## src/rtl/swh_pkg.sv

```systemverilog
package swh_pkg;
   localparam int DIG_W = 4;
   typedef logic [DIG_W-1:0] bcd_t;
   typedef enum logic [1:0] {
      CMD_SAVE = 2'b00,
      CMD_WIPE = 2'b01,
      CMD_VIEW = 2'b10,
      CMD_NONE = 2'b11
   } hcmd_e;
endpackage

```

## src/rtl/swh_time_ctr.sv

```systemverilog
module swh_time_ctr #(
   parameter int NDIG = 4,
   parameter bit WRAP = 1'b1,
   localparam int W = NDIG * swh_pkg::DIG_W
) (
   input  logic         clk,
   input  logic         rst_n,
   input  logic         tick,
   input  logic         run,
   input  logic         clear,
   output logic [W-1:0] cur
);
   import swh_pkg::*;
   localparam logic [W-1:0] ALL_NINE = {NDIG{4'h9}};

   logic         step;
   logic [W-1:0] nxt;

   generate
      if (NDIG < 2) begin : g_bad
         $error("swh_time_ctr: NDIG must be at least 2");
      end
      if (WRAP) begin : g_wrap
         assign step = tick & run;
      end else begin : g_sat
         assign step = tick & run & (cur != ALL_NINE);
      end
   endgenerate

   always_comb begin
      logic cy;
      cy  = step;
      nxt = cur;
      for (int i = 0; i < NDIG; i++) begin
         if (cy) begin
            if (cur[i*DIG_W +: DIG_W] == bcd_t'(9)) begin
               nxt[i*DIG_W +: DIG_W] = '0;
            end else begin
               nxt[i*DIG_W +: DIG_W] = cur[i*DIG_W +: DIG_W] + bcd_t'(1);
               cy = 1'b0;
            end
         end
      end
   end

   always_ff @(posedge clk or negedge rst_n) begin
      if (!rst_n)     cur <= '0;
      else if (clear) cur <= '0;
      else            cur <= nxt;
   end


   clear_zero_chk: assert property (@(posedge clk) disable iff (!rst_n)
      clear |=> cur == '0);

   stopped_hold_chk: assert property (@(posedge clk) disable iff (!rst_n)
      (!run && !clear) |=> $stable(cur));
   generate
      if (WRAP) begin : g_wrap_chk

         wrap_to_zero_chk: assert property (@(posedge clk) disable iff (!rst_n)
            (run && tick && !clear && cur == ALL_NINE) |=> cur == '0);
      end
   endgenerate
endmodule

```

## src/rtl/swh_hist.sv

```systemverilog
module swh_hist #(
   parameter int W = 16
) (
   input  logic         clk,
   input  logic         rst_n,
   input  logic         act,
   input  logic [1:0]   cmd,
   input  logic [W-1:0] cur,
   output logic [W-1:0] lo,
   output logic [W-1:0] hi,
   output logic         sel
);
   import swh_pkg::*;

   hcmd_e c;
   logic  empty;
   assign c = hcmd_e'(cmd);

   always_ff @(posedge clk or negedge rst_n) begin
      if (!rst_n) begin
         lo    <= '0;
         hi    <= '0;
         empty <= 1'b1;
         sel   <= 1'b0;
      end else if (act) begin
         case (c)
            CMD_SAVE: begin
               empty <= 1'b0;
               if (empty) begin
                  lo <= cur;
                  hi <= cur;
               end else begin
                  if (cur < lo) lo <= cur;
                  if (cur > hi) hi <= cur;
               end
            end
            CMD_WIPE: begin
               lo    <= '0;
               hi    <= '0;
               empty <= 1'b1;
               sel   <= 1'b0;
            end
            CMD_VIEW: sel <= ~sel;
            default: ;
         endcase
      end
   end


   first_save_chk: assert property (@(posedge clk) disable iff (!rst_n)
      (act && c == CMD_SAVE && empty) |=> (lo == $past(cur) && hi == $past(cur)));

   later_save_chk: assert property (@(posedge clk) disable iff (!rst_n)
      (act && c == CMD_SAVE && !empty) |=> (lo <= $past(cur) && hi >= $past(cur)));

   order_chk: assert property (@(posedge clk) disable iff (!rst_n)
      lo <= hi);

   wipe_chk: assert property (@(posedge clk) disable iff (!rst_n)
      (act && c == CMD_WIPE) |=> (lo == '0 && hi == '0 && !sel));

   view_toggle_chk: assert property (@(posedge clk) disable iff (!rst_n)
      (act && c == CMD_VIEW) |=> sel != $past(sel));

   none_cmd_chk: assert property (@(posedge clk) disable iff (!rst_n)
      (act && c == CMD_NONE) |=> ($stable(lo) && $stable(hi) && $stable(sel)));
endmodule

```

## src/rtl/stopwatch_hist.sv

```systemverilog
module stopwatch_hist #(
   parameter int NDIG = 4,
   parameter bit WRAP = 1'b1,
   localparam int W = NDIG * swh_pkg::DIG_W
) (
   input  logic         clk,
   input  logic         rst_n,
   input  logic         tick,
   input  logic         hist_mode,
   input  logic [1:0]   hist_cmd,
   input  logic         action,
   input  logic         clear,
   output logic [W-1:0] digits,
   output logic         dp_on,
   output logic         show_max
);
   import swh_pkg::*;

   logic         run;
   logic [W-1:0] cur, lo, hi;

   always_ff @(posedge clk or negedge rst_n) begin
      if (!rst_n)                    run <= 1'b0;
      else if (action && !hist_mode) run <= ~run;
   end

   swh_time_ctr #(.NDIG(NDIG), .WRAP(WRAP)) u_ctr (
      .clk(clk), .rst_n(rst_n), .tick(tick), .run(run), .clear(clear), .cur(cur)
   );

   swh_hist #(.W(W)) u_hist (
      .clk(clk), .rst_n(rst_n), .act(action & hist_mode), .cmd(hist_cmd),
      .cur(cur), .lo(lo), .hi(hi), .sel(show_max)
   );

   always_comb begin
      if (hist_mode && hcmd_e'(hist_cmd) == CMD_VIEW) digits = show_max ? hi : lo;
      else                                            digits = cur;
   end

   assign dp_on = 1'b1;


   run_toggle_chk: assert property (@(posedge clk) disable iff (!rst_n)
      (action && !hist_mode) |=> run != $past(run));

   run_kept_chk: assert property (@(posedge clk) disable iff (!rst_n)
      hist_mode |=> run == $past(run));
endmodule

```

## config.mk

```make
export PLATFORM = sky130hd
export DESIGN_NAME = stopwatch_hist
export DESIGN_NICKNAME = d
export VERILOG_FILES = /design/src/rtl/swh_pkg.sv /design/src/rtl/swh_time_ctr.sv /design/src/rtl/swh_hist.sv /design/src/rtl/stopwatch_hist.sv
export SDC_FILE = /design/constraint.sdc
export NUM_CORES = 1
export LEC_CHECK = 0
export BUFFER_PORTS_ARGS = -buffer_cell sky130_fd_sc_hd__buf_2
export CAP_MARGIN = 5
export CORE_ASPECT_RATIO = 0.8
export CORE_MARGIN = 2
export CORE_UTILIZATION = 54
export CTS_BUF_LIST = sky130_fd_sc_hd__clkbuf_8
export DETAILED_ROUTE_END_ITERATION = 8
export PLACE_DENSITY = 0.77
export SYNTH_ARGS = -nofsm -noshare
export SYNTH_HDL_FRONTEND = slang
export SYNTH_SLANG_ARGS = --single-unit
export TNS_END_PERCENT = 10
```

## constraint.sdc

```tcl
create_clock -name clk -period 3.05 [get_ports clk]
set_input_delay 0.4575 -clock clk [delete_from_list [all_inputs] [get_ports clk]]
set_output_delay 0.4575 -clock clk [all_outputs]
set_load 0.02 [all_outputs]
```

==> flow_summary.ini <==
[worst_setup_path]
cp.required_ns = 3.25
path_max_fanout = 8
crit_path_start_kind = flop
crit_type = reg2reg
end_kind = flop
worstPathArrival_ns = 3.01

[grt]
antenna_found_initial = 0
grt_pass1_vias = 2789
overflow = 0
grt_start_max_net_pins = 52
grt_usage_pct = 23.7
grt_pass1_wl_um = 13600

[timing]
holdWs_ns = 0.257
fmax_ghz = 0.356
finalHoldViolCount = 0
skew_ns = 0.0112
tns_ns = 0
finalMaxSlewViolations = 0
period_needed_ns = 2.81
finalSetupViolCount = 0
finalCritPeriodShare_pct = 92.1
rsz0062_at_grt = false
slew_headroom_pct = 55.8
worst-slew-pin-transition_ns = 0.664

[power]
clkPwrFrac_pct = 24.4
netSwitchingFraction_pct = 34.3
comb_power_share_pct = 33.8
p_sw_mw = 0.695
p_per_area_nw_per_um2 = 511
p_leak_nw = 1.91
seq_power_share_pct = 41.9
p_total_mw = 2.02
ir_drop_uv = 236
power.internal_mw = 1.33

[drt]
drc = 0
wire_per_inst_um = 16.2
vias = 2715
wl_um = 7930
wl_met1_um = 3800
final_antenna_net_count = 0
first_pass_iters = 4
drt_first_iter_violations = 62
avgViaCountPerCell = 5.55
dr_wl_met3_um = 360
highest_layer = met4
route.met2.wl_um = 3700

[clock_network]
cts_sinks = 51
cts.path.max_buffers = 2
postCtsSetupBuffers = 0
clockRootBuffer = clkbuf_8
clkTransAtPathRegs_ns = 0.09
cts_made_buffers = 5
clk_latency_ns = 0.31
htreeDepth = 2
cts_tree = done
cts_resized = 0
cts_hold_buf = 0

[logic_synthesis]
yosys_warnings = 0
async_flop_share_pct = 100
synth.distinct_cells = 51
yosysTopAreaCell = dfrtp_1
syn_avg_cell_area_um2 = 9.62
ys_seq_area_share_pct = 35.5
synth-edff-count = 0
synthFlopType = dfrtp_1
synth_top_area_share_pct = 34.8
synth_area_um2 = 3600
netlist_top_cells_area = dfrtp_1 (35%), ha_1 (15%), mux2i_1 (4.7%)
ys_ff_latch = 51
syn_nets = 424
syn_inst = 374

[placement]
place_area_um2 = 3840
place_hpwl_um = 5920
port_buffers = 24
place_congestion = 0.846

[floorplan]
ioPinCount = 26
die_area_um2 = 7330
die_y_um = 77
core_region_area_um2 = 6410
die_w_um = 95.3
initial_core_util_pct = 56.1
fp-row-count = 26

[status]
status = finished clean

[cells_and_area]
layout_common_cells = dfrtp_1 (50), ha_1 (42), inv_1 (39), nor2_1 (37), a21oi_1 (30)
drive_above_1_share_pct = 18.8
diodes = 0
syn_to_final_growth_pct = 10.2
fillCellCount = 554
fin_area_um2 = 3960
fin_nets = 454
final_common_cell = dfrtp_1
final_util_pct = 61.8

[run]
drv_cap = 0

[min_path]
min_path_type = in2async
-- cells in the mapped netlist (2+ instances only) --
| master | number |
|---|---|
| a211oi_1 | 2 |
| a21oi_1 | 30 |
| and2_1 | 6 |
| and3b_1 | 2 |
| buf_1 | 2 |
| buf_2 | 2 |
| clkbuf_1 | 8 |
| dfrtp_1 | 50 |
| ha_1 | 42 |
| inv_1 | 39 |
| mux2_1 | 10 |
| mux2_2 | 14 |
| mux2_4 | 10 |
| mux2i_1 | 17 |
| nand2_1 | 21 |
| nand2b_1 | 5 |
| nand3_1 | 6 |
| nand4_1 | 3 |
| nor2_1 | 37 |
| nor2b_1 | 12 |
| nor3_1 | 7 |
| o21ai_0 | 16 |
| o21ai_1 | 3 |
| o31ai_1 | 2 |
| xnor2_1 | 2 |
-- per-layer routing --
layer  global-route usage, %  vias up
met2                    37.8       53
met4                    4.64        0
met1                    34.3     1316
met3                    3.44        7
met5                       0        -
li1                        -     1339
-- worst paths after layout --
| check | to | cells after the start | from | slack [ns] |
|---|---|---|---|---|
| setup / recovery | u_hist.hi[6] | 7 | u_ctr.cur[14] | 0.24 |
| hold / removal | u_hist.sel | 2 | rst_n | 0.26 |
| setup reg to reg | u_hist.hi[6] | 7 | u_ctr.cur[14] | 0.24 |
| hold reg to reg | run | 1 | run | 0.51 |
| max in group asynchronous | u_hist.hi[5] | 2 | rst_n | 2.35 |
| min in group clk | run | 3 | action | 0.49 |
-- power groups by stage --
| stage | registers, mW | logic, mW | clock network [mW] |
|---|---|---|---|
| floorplan | 0.839 | 0.506 | 0 |
| global placement | 0.853 | 0.661 | 0 |
| finish | 0.848 | 0.683 | 0.494 |
| CTS | 0.848 | 0.687 | 0.498 |
| detailed placement | 0.861 | 0.681 | 0 |
| global route | 0.862 | 0.763 | 0.526 |
-- critical path, stage by stage (launching register included) --
cell,delay (ns)
dfrtp_1,0.47
ha_1,0.37
nand4_2,0.17
nor4_4,0.43
a221oi_2,0.15
a221oi_4,0.49
buf_4,0.29
mux2_2,0.35
-- through the flow --
step                instances  worst slack, ns
finish                    489            0.242
global route              489            0.102
CTS                       489            0.246
detailed placement        481            0.263
global placement          481            0.357
floorplan                 374            0.552
-- cell families (layout without fill, tap and decap cells) --
group	Yosys count	after routing	share of synthesized area, %
AND/OR/NAND/NOR	107	107	15.0
AO/OA/AOI/OAI	66	66	11.5
buffers and inverters	53	84	6.16
multiplexers	51	51	16.4
flip-flops	51	51	35.5
adder cells (fa/ha/maj)	42	42	14.6
XOR/XNOR	3	3	0.731
other	1	1	0.104
-- flip-flops by register name (all words and copies together) (netlist names) --
| signal | cells |
|---|---|
| u_ctr.cur | 16 |
| u_hist.hi | 16 |
| u_hist.sel | 1 |
| u_hist.empty | 1 |
| run | 1 |
| u_hist.lo | 16 |
-- layout make-up --
cell class,instances,area [um^2],share of cell area [%]
Multi-Input combinational cell,270,2100,53.0
Clock buffer,6,82.6,2.08
Tap cell,84,105,2.65
Inverter,39,146,3.69
Sequential cell,51,1280,32.2
Timing Repair Buffer,37,218,5.49
Clock inverter,2,35.0,0.884
Power figures use the tool's default switching activity.
